**src/rtl/slave_link_ep.sv**
```systemverilog
module slave_link_ep #(
  parameter int DW = 16,
  parameter int AW = 12,
  parameter int CW = 4
) (
  input  logic          clk,
  input  logic          rst_n,
  input  logic          cmd_stb,
  input  logic [CW-1:0] cmd_in,
  input  logic          req,
  output logic          ack,
  input  logic [DW-1:0] h2s_data,
  output logic [DW-1:0] s2h_data,
  output logic [CW-1:0] cmd_q,
  output logic          cpu_run,
  output logic          bus_req,
  input  logic          bus_gnt,
  output logic [AW-1:0] mem_addr,
  output logic [DW-1:0] mem_wdata,
  output logic          mem_we,
  output logic          mem_re,
  input  logic [DW-1:0] mem_rdata
);
  localparam logic [CW-1:0] C_NOP  = CW'(0);
  localparam logic [CW-1:0] C_SETA = CW'(1);
  localparam logic [CW-1:0] C_WR   = CW'(2);
  localparam logic [CW-1:0] C_RD   = CW'(3);
  localparam logic [CW-1:0] C_BWR  = CW'(4);
  localparam logic [CW-1:0] C_BRD  = CW'(5);
  localparam logic [CW-1:0] C_HALT = CW'(6);
  localparam logic [CW-1:0] C_RUN  = CW'(7);

  typedef enum logic [1:0] {S_IDLE, S_BUS, S_READ, S_ACK} st_t;
  st_t st;

  logic req_m, req_s, stb_m, stb_s, stb_d;
  logic [AW-1:0] ptr;
  logic [DW-1:0] dreg;

  wire xfer_ok = (cmd_q >= C_SETA) && (cmd_q <= C_BRD);
  wire is_wr   = (cmd_q == C_WR) || (cmd_q == C_BWR);
  wire is_blk  = (cmd_q == C_BWR) || (cmd_q == C_BRD);
  wire [AW-1:0] ptr_nx = is_blk ? ptr + AW'(1) : ptr;

  assign ack       = (st == S_ACK);
  assign bus_req   = (st == S_BUS) || (st == S_READ);
  assign mem_we    = (st == S_BUS) && bus_gnt && is_wr;
  assign mem_re    = (st == S_BUS) && bus_gnt && !is_wr;
  assign mem_addr  = ptr;
  assign mem_wdata = dreg;

  always_ff @(posedge clk or negedge rst_n) begin
    if (!rst_n) begin
      {req_m, req_s} <= '0;
      {stb_m, stb_s, stb_d} <= '0;
    end else begin
      {req_m, req_s} <= {req, req_m};
      {stb_m, stb_s, stb_d} <= {cmd_stb, stb_m, stb_s};
    end
  end

  always_ff @(posedge clk or negedge rst_n) begin
    if (!rst_n) begin
      cmd_q   <= C_NOP;
      cpu_run <= 1'b0;
    end else if (stb_s && !stb_d && cmd_in <= C_RUN) begin
      cmd_q <= cmd_in;
      if (cmd_in == C_HALT) cpu_run <= 1'b0;
      if (cmd_in == C_RUN)  cpu_run <= 1'b1;
    end
  end

  always_ff @(posedge clk or negedge rst_n) begin
    if (!rst_n) begin
      st       <= S_IDLE;
      ptr      <= '0;
      dreg     <= '0;
      s2h_data <= '0;
    end else begin
      case (st)
        S_IDLE:
          if (req_s && xfer_ok) begin
            dreg <= h2s_data;
            if (cmd_q == C_SETA) begin
              ptr <= h2s_data[AW-1:0];
              st  <= S_ACK;
            end else begin
              st <= S_BUS;
            end
          end
        S_BUS:
          if (bus_gnt) begin
            if (is_wr) begin
              ptr <= ptr_nx;
              st  <= S_ACK;
            end else begin
              st <= S_READ;
            end
          end
        S_READ: begin
          s2h_data <= mem_rdata;
          ptr      <= ptr_nx;
          st       <= S_ACK;
        end
        S_ACK:
          if (!req_s) st <= S_IDLE;
        default: st <= S_IDLE;
      endcase
    end
  end
endmodule

```
**config.mk**
```make
export PLATFORM = sky130hd
export DESIGN_NAME = slave_link_ep
export DESIGN_NICKNAME = d
export VERILOG_FILES = /design/src/rtl/slave_link_ep.sv
export SDC_FILE = /design/constraint.sdc
export NUM_CORES = 1
export LEC_CHECK = 0
export ABC_AREA = 1
export ABC_CLOCK_PERIOD_IN_PS = 3600
export BUFFER_PORTS_ARGS = -buffer_cell sky130_fd_sc_hd__buf_2
export CORE_UTILIZATION = 30
export DETAILED_ROUTE_END_ITERATION = 8
export GPL_ROUTABILITY_DRIVEN = 0
export PLACE_DENSITY = 0.51
export RECOVER_POWER = 25
export SETUP_SLACK_MARGIN = 0.15
export SLEW_MARGIN = 20
export SYNTH_ARGS = -nofsm -noshare
export SYNTH_HDL_FRONTEND = slang
export SYNTH_SLANG_ARGS = --single-unit
export TNS_END_PERCENT = 50
```
**constraint.sdc**
```tcl
create_clock -name clk -period 3.6 [get_ports clk]
set_input_delay 0.36 -clock clk [delete_from_list [all_inputs] [get_ports clk]]
set_output_delay 0.36 -clock clk [all_outputs]
set_load 0.01 [all_outputs]
```
==> impl_metrics.py, run 1 <==
metrics = {
    "sta": {
        "rsz0062_at_grt": "false",
        "final.setup.tns_ps": 0,
        "hold_viol": 0,
        "drv_slew": 36,
        "post-route-period-util_pct": 62.32,
        "slew_headroom_pct": -27.82,
        "period_needed_ps": 2243,
        "fmax_mhz": 445.7,
        "worst_slew_pin_slew_ps": 1917,
        "skew_ps": 14.91,
        "setup_viol": 0,
    },
    "synthesis": {
        "syn_nets": 363,
        "yosysWarnings": 0,
        "synth-seq-cells": 56,
        "avgSynthCellArea_um2": 8.580,
        "async_flop_share_pct": 100.0,
        "synth_commonest_cells": "nand2_1 (102), dfrtp_1 (56), inv_1 (39), o21ai_0 (28), nand3_1 (24)",
        "ys_seq_area_share_pct": 51.68,
        "synth_area_um2": 2711,
        "yosysMostFrequentCell": "nand2_1",
        "synthCells": 316,
        "synth-edff-count": 0,
        "synth_cell_types": 23,
        "ys.flop_type": "dfrtp_1",
        "yosys-top-cells-area": "dfrtp_1 (52%), nand2_1 (14%), mux2_2 (6.6%)",
        "netlist.top_cell.by_area": "dfrtp_1",
        "synth_top_area_share_pct": 51.68,
    },
    "floorplanning": {
        "io_pins": 94,
        "fp.dieW_um": 97.07,
        "num_rows": 34,
        "core_um2": 8721,
        "dieArea_um2": 9422,
        "floorplan.initialDensity_pct": 31.09,
        "die_h_um": 97.07,
    },
    "pwr": {
        "combPwrFrac_pct": 48.0,
        "p_sw_mw": 1.240,
        "ir_drop_v": 0.0002945,
        "power_density_nw_per_um2": 846.3,
        "power_leakage_nw": 1.830,
        "p_int_mw": 1.605,
        "pwr-share-seq_pct": 38.5,
        "swShare_pct": 43.59,
        "pwr-share-clk_pct": 13.5,
    },
    "cts": {
        "cts_tree": "yes",
        "post_cts_buffers": 0,
        "clk_latency_ps": 320,
        "cts_resized": 0,
        "cts.htree.levels": 2,
        "ctsLongestPathBuffers": 2,
        "hold_buffers": 0,
        "numCtsBuffers": 5,
        "clock-root-buffer": "clkbuf_8",
        "clkTransAtPathRegs_ps": 120,
        "clock_sinks": 56,
    },
    "route": {
        "drt_drc_violations_left": 0,
        "dr_total_vias": 2319,
        "initialDrtViolationCount": 136,
        "drt-pass1-iter-count": 4,
        "via_per_inst": 4.485,
        "post_drt_wl_per_cell_um": 12.56,
        "antenna_left": 0,
        "wirelength_um": 6491,
    },
    "global_route": {
        "grt_max_degree": 36,
        "grt_use_total_pct": 13.92,
        "grt_pass1_vias": 2167,
        "grt_pass1_wl_um": 10530,
        "grt_overflow": 0,
        "antenna_found_initial": 0,
    },
    "status": {
        "violations": "max-capacitance violations, max-slew violations",
        "outcome": "complete, but fails checks",
    },
    "place": {
        "place_hpwl_um": 4839,
        "portBuffers": 93,
        "place_area_um2": 3266,
        "dp.cells": 509,
    },
    "finish": {
        "diodes": 0,
        "area_growth_pct": 24.00,
        "fin_area_um2": 3362,
        "fin_cells": 517,
        "layout.nets": 455,
        "layout-drive-gt1-share_pct": 30.56,
    },
    "min_path": {
        "hold_class": "in -> reg",
    },
    "critical_path": {
        "cp-end-kind": "flop",
        "critical_path_arrival_ps": 2500,
        "required_ps": 3860,
        "crit_fanout": 20,
        "critical_path_class": "reg -> reg",
        "start_kind": "flop",
    },
    "flow_run": {
        "drv_cap": 1,
    },
}
==> critical path: stages (launching register included) <==
cell and delay, ps:
dfrtp_1 440, inv_1 120, ha_1 690, clkinv_1 380
a21oi_1 210, o21ai_0 100, o21ai_0 90, nand2_1 70
nand2_1 60
==> layout by cell type, fill, tap and decap left out, drive strengths merged <==
master  netlist  final
nor2         17     17
ha            6      6
nand3        27     27
o21ai        28     28
buf           6     93
nand2       105    105
a21oi         3      3
nor3          1      1
clkinv        1      3
nand4         3      3
mux2         17     17
a21o          1      1
o21bai        2      2
inv          39     40
o31ai         1      1
dfrtp        56     56
clkbuf        3      6
==> area by class of cell <==
cell class              count  area (µm²)
flip-flops and latches     56        1401
clock buffers               5       68.82
multi-input cells         211        1101
clock inverters             3       33.78
inverters                  40       150.1
well taps                 108       135.1
repair buffers             94       471.7
fillers                   902        5359
==> per-layer routing <==
| layer | wire length (µm) | global-route usage [%] |
|---|---|---|
| met5 | 0 | 0 |
| met1 | 2957 | 18.08 |
| met3 | 260 | 2.806 |
| met4 | 40 | 4.133 |
| met2 | 3233 | 23.40 |
==> through the flow <==
stage          hold slack (ps)  utilization (%)  worst slack [ps]  total power, mW
4_1_cts                  126.9            38.62              1376            2.884
3_5_place_dp             336.4            37.45              1428            2.491
2_1_floorplan            64.41                -              1928            2.030
6_report                 140.4            38.55              1357            2.845
5_1_grt                  122.1            38.55              1148            3.089
3_3_place_gp             334.1            37.45              1482            2.475
==> power by group through the flow <==
| stage | Clock (mW) | Sequential, mW | Combinational, mW |
|---|---|---|---|
| finish | 0.383 | 1.10 | 1.37 |
| global route | 0.416 | 1.14 | 1.54 |
| detailed placement | 0 | 1.11 | 1.38 |
| global placement | 0 | 1.10 | 1.37 |
| CTS | 0.398 | 1.10 | 1.39 |
| floorplan | 0 | 1.20 | 0.833 |
==> final timing paths <==
| kind | from | endpoint | slack [ps] | cells past startpoint |
|---|---|---|---|---|
| max in group asynchronous | rst_n | mem_addr[5] | 1850 | 2 |
| worst min-delay path | req | req_m | 140 | 1 |
| worst max register to register | st[0] | mem_addr[4] | 1360 | 8 |
| worst min register to register | stb_m | stb_s | 370 | 0 |
| worst max-delay path | st[0] | mem_addr[4] | 1360 | 8 |
| min in group asynchronous | rst_n | s2h_data[11] | 560 | 1 |
==> cells by family (layout without fill, tap and decap cells) <==
logic type	count (synthesis)	in the layout	share of synthesized area [%]
adders and majority gates	6	6	2.769
and+or+nand+nor	153	153	24.14
AOI/OAI and AO/OA	35	35	6.829
buffers and inverters	49	142	7.522
DFF	56	56	51.68
muxes	17	17	7.060
==> state kept, by name, indices dropped and copies added, names as in the netlist, 2 cells and up <==
register   cells
mem_wdata     16
mem_addr      12
cmd_q          4
st             2
s2h_data      16
(Power assumes the default switching activity.)
==> run 2: changes to the inputs <==
--- a/config.mk
+++ b/config.mk
@@ -6,7 +6,7 @@
 export NUM_CORES = 1
 export LEC_CHECK = 0
 export ABC_AREA = 1
-export ABC_CLOCK_PERIOD_IN_PS = 3600
+export ABC_CLOCK_PERIOD_IN_PS = 2100
 export BUFFER_PORTS_ARGS = -buffer_cell sky130_fd_sc_hd__buf_2
 export CORE_UTILIZATION = 30
 export DETAILED_ROUTE_END_ITERATION = 8
==> constraint.sdc (replaced) <==
create_clock -name clk -period 2.1 [get_ports clk]
set_input_delay 0.21 -clock clk [delete_from_list [all_inputs] [get_ports clk]]
set_output_delay 0.21 -clock clk [all_outputs]
set_load 0.01 [all_outputs]
==> run 2 against run 1 <==
  * The flow now finishes without violations
  * Power is 77% higher
  * Combinational power grew 76%
  * Clock power grew 96%
  * Sequential share of layout area down 1.1 points
  * Core utilization rose by 1.0 points
  * Clock skew is 9.9 ps lower
  * Sequential cell count did not move
  * Global-route usage increased by 0.46 points
  * Die area unchanged
  * Count of clock-buffer cells in the layout did not move
  * Cell area up 2.6%
  * Final cell count grew 1.2%
  * Largest cell class unchanged
  * Largest power group unchanged
==> impl_metrics.py, run 2 (synthesis results as in run 1) <==
metrics = {
    "cts": {
        "numCtsBuffers": 5,
        "cts.htree.levels": 2,
        "ctsLongestPathBuffers": 2,
        "cts_tree": "yes",
        "clkTransAtPathRegs_ps": 110,
        "clock-root-buffer": "clkbuf_8",
        "clk_latency_ps": 310,
        "clock_sinks": 56,
    },
    "route": {
        "via_per_inst": 4.468,
        "post_drt_wl_per_cell_um": 12.31,
        "initialDrtViolationCount": 123,
        "antenna_left": 0,
        "wirelength_um": 6438,
        "dr_total_vias": 2337,
        "drt-pass1-iter-count": 6,
        "drt_drc_violations_left": 0,
    },
    "finish": {
        "multiInputGateArea_um2": 1109,
        "final_cell_mix": "nand2_1 (102), buf_2 (92), dfrtp_1 (56)",
        "fillers": 924,
        "area_growth_pct": 27.27,
        "layout-drive-gt1-share_pct": 30.84,
        "final_common_cell": "nand2_1",
        "layout.nets": 461,
        "final_core_util_pct": 39.57,
        "diodes": 0,
        "seq_area_um2": 1401,
        "fin_cells": 523,
    },
    "floorplanning": {
        "fp.dieW_um": 97.07,
        "floorplan.initialDensity_pct": 31.09,
        "die_h_um": 97.07,
        "num_rows": 34,
        "io_pins": 94,
        "core_um2": 8721,
        "dieArea_um2": 9422,
    },
    "pwr": {
        "power_leakage_nw": 1.871,
        "p_sw_mw": 2.123,
        "ir_drop_v": 0.0004621,
        "p_total_mw": 5.034,
        "swShare_pct": 42.17,
        "power_density_nw_per_um2": 1459,
        "pwr-share-clk_pct": 14.9,
        "p_int_mw": 2.911,
        "combPwrFrac_pct": 47.9,
        "pwr-share-seq_pct": 37.2,
    },
    "global_route": {
        "grt_pass1_wl_um": 11100,
        "grt_overflow": 0,
        "grt_pass1_vias": 2271,
        "antenna_found_initial": 0,
        "grt_max_degree": 37,
        "grt_use_total_pct": 14.38,
    },
    "critical_path": {
        "cp-end-kind": "flop",
        "critical_path_class": "reg -> reg",
        "critPathMaxStageDelay_ps": 430,
        "path_cells": "inv_1, ha_1, a21oi_1, nand3_1, nor2_4, nand2_1, nand2_1",
        "cp_common_cell": "nand2_1",
        "cpMaxStageDelayCell": "dfrtp_1",
        "critical_path_arrival_ps": 2010,
        "required_ps": 2360,
        "start_kind": "flop",
        "crit_fanout": 12,
    },
    "place": {
        "place_hpwl_um": 4869,
        "portBuffers": 93,
        "dp.cells": 512,
    },
    "sta": {
        "skew_ps": 5.054,
        "setup_viol": 0,
        "post-route-period-util_pct": 83.52,
        "rsz0062_at_grt": "true",
        "fmax_mhz": 570.2,
        "period_needed_ps": 1754,
        "hold_viol": 0,
        "worst_slew_pin_slew_ps": 1237,
        "final.setup.tns_ps": 0,
        "drv_slew": 0,
        "slew_headroom_pct": 17.53,
    },
    "flow_run": {
        "drv_cap": 0,
    },
    "min_path": {
        "hold_class": "in -> reg",
    },
    "status": {
        "outcome": "complete, no violations",
    },
}
## run 2: power by group through the flow
stage               clock [mW]  sequential (mW)  combinational [mW]
finish                   0.752             1.87                2.41
detailed placement           0             1.90                2.43
floorplan                    0             2.05                1.43
global route             0.817             1.95                2.73
CTS                      0.786             1.88                2.43
global placement             0             1.88                2.40
## run 2: routing by layer
metal  GRT usage (%)  part of all wire, %  vias up  routed length (µm)
li1                -                    -     1192                   -
met1           18.61                   48     1090                3062
met2           24.16                   48       51                3080
met3           2.878                  3.7        4                 237
met4           4.478                 0.89        0                  57
met5               0                    0        -                   0
## run 2: cell type report
cell class                      instances  area share, %
Clock buffer                            5          1.994
Clock inverter                          3          1.450
Inverter                               40          4.351
Multi-Input combinational cell        211          32.12
Sequential cell                        56          40.61
Tap cell                              108          3.916
Timing Repair Buffer                  100          15.55
## run 2: stage by stage
step | hold slack (ps) | setup slack (ps) | instance area, µm²
floorplan | -85.59 | 428.5 | 2711
global placement | 225.0 | 401.7 | 3301
detailed placement | 219.4 | 349.6 | 3301
CTS | 106.7 | 328.6 | 3450
global route | 104.4 | 145.8 | 3451
finish | 114.8 | 346.2 | 3451
## run 2: final timing paths
check | from | to | slack, ps | depth (start not counted)
min | cmd_in[2] | cmd_q[2] | 110 | 3
max in group asynchronous | rst_n | mem_addr[6] | 630 | 3
min in group asynchronous | rst_n | mem_wdata[8] | 670 | 2
min reg2reg | stb_m | stb_s | 360 | 0
max | st[0] | mem_addr[7] | 350 | 7
max reg2reg | st[0] | mem_addr[7] | 350 | 7
## run 2: what timing repair did
action / 4_1_cts / 5_1_grt
endpoints found under the hold margin: 22 / 0
endpoints found under the setup margin: 0 / 5
gates resized for setup: 0 / 1
setup buffers: 0 / 0
hold buffers: 3 / 0
## run 2: worst max-delay path: cells and delay by family, from the launching register on
kind                       cells  cell delay [ps]
adders and majority gates      1              380
AOI/OAI and AO/OA              1              180
DFF                            1              430
buffers and inverters          1              120
and+or+nand+nor                4              600
==> run 3: changes to the inputs <==
--- a/config.mk
+++ b/config.mk
@@ -6,12 +6,12 @@
 export NUM_CORES = 1
 export LEC_CHECK = 0
 export ABC_AREA = 1
-export ABC_CLOCK_PERIOD_IN_PS = 2100
+export ABC_CLOCK_PERIOD_IN_PS = 1400
 export BUFFER_PORTS_ARGS = -buffer_cell sky130_fd_sc_hd__buf_2
 export CORE_UTILIZATION = 30
 export DETAILED_ROUTE_END_ITERATION = 8
 export GPL_ROUTABILITY_DRIVEN = 0
-export PLACE_DENSITY = 0.51
+export PLACE_DENSITY = 0.52
 export RECOVER_POWER = 25
 export SETUP_SLACK_MARGIN = 0.15
 export SLEW_MARGIN = 20
==> constraint.sdc (replaced) <==
create_clock -name clk -period 1.4 [get_ports clk]
set_input_delay 0.14 -clock clk [delete_from_list [all_inputs] [get_ports clk]]
set_output_delay 0.14 -clock clk [all_outputs]
set_load 0.01 [all_outputs]
==> run 3 against run 2 <==
  * The run now ends with negative setup slack left
  * Combinational power rose by 150%
  * Fmax rose by 10%
  * Sequential cell count did not move
  * Register-to-register slack got worse by 540 ps
  * Sequential share of layout area fell by 7.7 points
  * Core utilization rose by 9.4 points
  * Sequential power rose by 52%
  * Clock skew rose by 0.71 ps
  * Critical path depth rose by 1
  * Largest power group unchanged
  * Highest routed layer unchanged
==> impl_metrics.py, run 3 (synthesis results as in run 1) <==
metrics = {
    "sta": {
        "post-route-period-util_pct": 113.8,
        "worst_slew_pin_slew_ps": 1031,
        "fmax_mhz": 627.8,
        "holdWs_ps": 49.40,
        "hold_viol": 0,
        "setup_ws_ps": -192.8,
        "skew_ps": 5.763,
        "setup_viol": 18,
        "slew_headroom_pct": 31.29,
        "period_needed_ps": 1593,
        "drv_slew": 0,
        "rsz0062_at_grt": "true",
    },
    "route": {
        "drt_drc_violations_left": 0,
        "initialDrtViolationCount": 94,
        "drt-pass1-iter-count": 4,
        "dr_total_vias": 2534,
        "wirelength_um": 7339,
        "post_drt_wl_per_cell_um": 12.97,
        "via_per_inst": 4.477,
        "antenna_left": 0,
    },
    "global_route": {
        "grt_pass1_wl_um": 11150,
        "grt_max_degree": 33,
        "antenna_found_initial": 0,
        "grt_use_total_pct": 14.44,
        "grt_pass1_vias": 2413,
        "grt_overflow": 0,
    },
    "cts": {
        "cts.htree.levels": 2,
        "clock-root-buffer": "clkbuf_8",
        "clk_latency_ps": 300,
        "numCtsBuffers": 5,
        "cts_tree": "yes",
        "clkTransAtPathRegs_ps": 100,
        "clock_sinks": 56,
        "ctsLongestPathBuffers": 2,
    },
    "finish": {
        "area_growth_pct": 57.41,
        "fin_cells": 566,
        "final_common_cell": "buf_2",
        "seq_area_um2": 1405,
        "diodes": 0,
        "final_cell_mix": "buf_2 (91), nand2_1 (67), dfrtp_1 (53)",
        "layout-drive-gt1-share_pct": 51.53,
        "layout.nets": 504,
        "multiInputGateArea_um2": 1466,
        "fillers": 823,
    },
    "floorplanning": {
        "io_pins": 94,
        "num_rows": 34,
        "core_um2": 8721,
        "fp.dieW_um": 97.07,
        "floorplan.initialDensity_pct": 31.09,
        "die_h_um": 97.07,
        "dieArea_um2": 9422,
    },
    "pwr": {
        "pwr-share-seq_pct": 28.8,
        "p_sw_mw": 4.063,
        "p_total_mw": 9.859,
        "power_density_nw_per_um2": 2310,
        "swShare_pct": 41.21,
        "power_leakage_nw": 2.265,
        "p_int_mw": 5.796,
        "combPwrFrac_pct": 60.6,
        "pwr-share-clk_pct": 10.6,
        "ir_drop_v": 0.001049,
    },
    "critical_path": {
        "critical_path_arrival_ps": 1840,
        "critPathMaxStageDelay_ps": 460,
        "path_cells": "inv_2, ha_4, a21oi_2, nand3_2, nor2_4, clkbuf_16, nand2_2, nand2_1",
        "cpMaxStageDelayCell": "dfrtp_2",
        "required_ps": 1650,
        "critPathTopFamily": "flip-flops",
        "critical_path_class": "reg -> reg",
        "crit_fanout": 6,
        "cp-end-kind": "flop",
        "path_buf_inv": 2,
        "start_kind": "flop",
    },
    "status": {
        "outcome": "complete, but fails checks",
        "violations": "negative setup slack",
    },
    "place": {
        "portBuffers": 93,
        "dp.cells": 537,
        "pre_cts_ws_ps": -203.2,
        "place_hpwl_um": 4803,
    },
    "min_path": {
        "hold_class": "in -> reg",
    },
    "flow_run": {
        "drv_cap": 0,
    },
}
## run 3: changes by cell type in the layout (fill, tap and decap cells not counted), sizes merged
cell / previous run / this run
buf: 96 / 134
clkbuf: 6 / 10
clkinvlp: 0 / 2
inv: 41 / 39
nand3: 27 / 28
## run 3: metal layers
layer / track usage [%] / share of wire [%] / up-vias
met5: 0 / 0 / -
met4: 3.444 / 0.57 / 0
met3: 3.094 / 4.7 / 2
met2: 23.62 / 49 / 69
met1: 19.50 / 46 / 1177
li1: - / - / 1286
## run 3: worst reg2reg max path, delay by kind of cell (launching register included)
family | cells | cell delay (ps)
adders and majority gates | 1 | 240
buffers and inverters | 2 | 300
and+or+nand+nor | 4 | 390
DFF | 1 | 460
AOI/OAI and AO/OA | 1 | 140
## run 3: layout make-up
type,instances,area share (%)
repair buffers,142,23.34
clock inverters,3,0.9968
well taps,108,3.166
multi-input cells,212,34.36
inverters,40,3.606
clock buffers,5,1.612
flip-flops and latches,56,32.92
## run 3: metrics by stage
| stage | setup TNS [ps] | cell area (µm²) | util [%] |
|---|---|---|---|
| floorplan | -1156 | 2746 | - |
| global placement | -2003 | 3551 | 40.72 |
| detailed placement | -2847 | 3551 | 40.72 |
| CTS | -2106 | 3826 | 43.87 |
| global route | -4936 | 4268 | 48.94 |
| finish | -2577 | 4268 | 48.94 |
## run 3: power by group through the flow
| stage | Sequential [mW] | Combinational, mW | Clock (mW) |
|---|---|---|---|
| CTS | 2.77 | 4.64 | 1.10 |
| global placement | 2.77 | 4.22 | 0 |
| floorplan | 3.08 | 2.28 | 0 |
| detailed placement | 2.79 | 4.27 | 0 |
| finish | 2.84 | 5.97 | 1.05 |
| global route | 2.96 | 6.47 | 1.16 |
## run 3: timing repair
action / CTS / global route
endpoints found under the setup margin: 50 / 52
resized for setup: 23 / 101
gates cloned: 0 / 5
hold endpoints to repair: 18 / 0
setup buffers: 5 / 8
pin swaps: 5 / 27
hold buffers: 3 / 0
## run 3: worst paths after layout
kind / slack, ps / start / end / depth (start not counted)
setup / recovery: -190 / st[0] / mem_addr[9] / 8
hold / removal: 50 / h2s_data[15] / mem_wdata[15] / 3
setup reg to reg: -190 / st[0] / mem_addr[9] / 8
hold reg to reg: 360 / stb_m / stb_s / 0
max in group asynchronous: 150 / rst_n / st[0] / 3
min in group asynchronous: 520 / rst_n / s2h_data[1] / 2
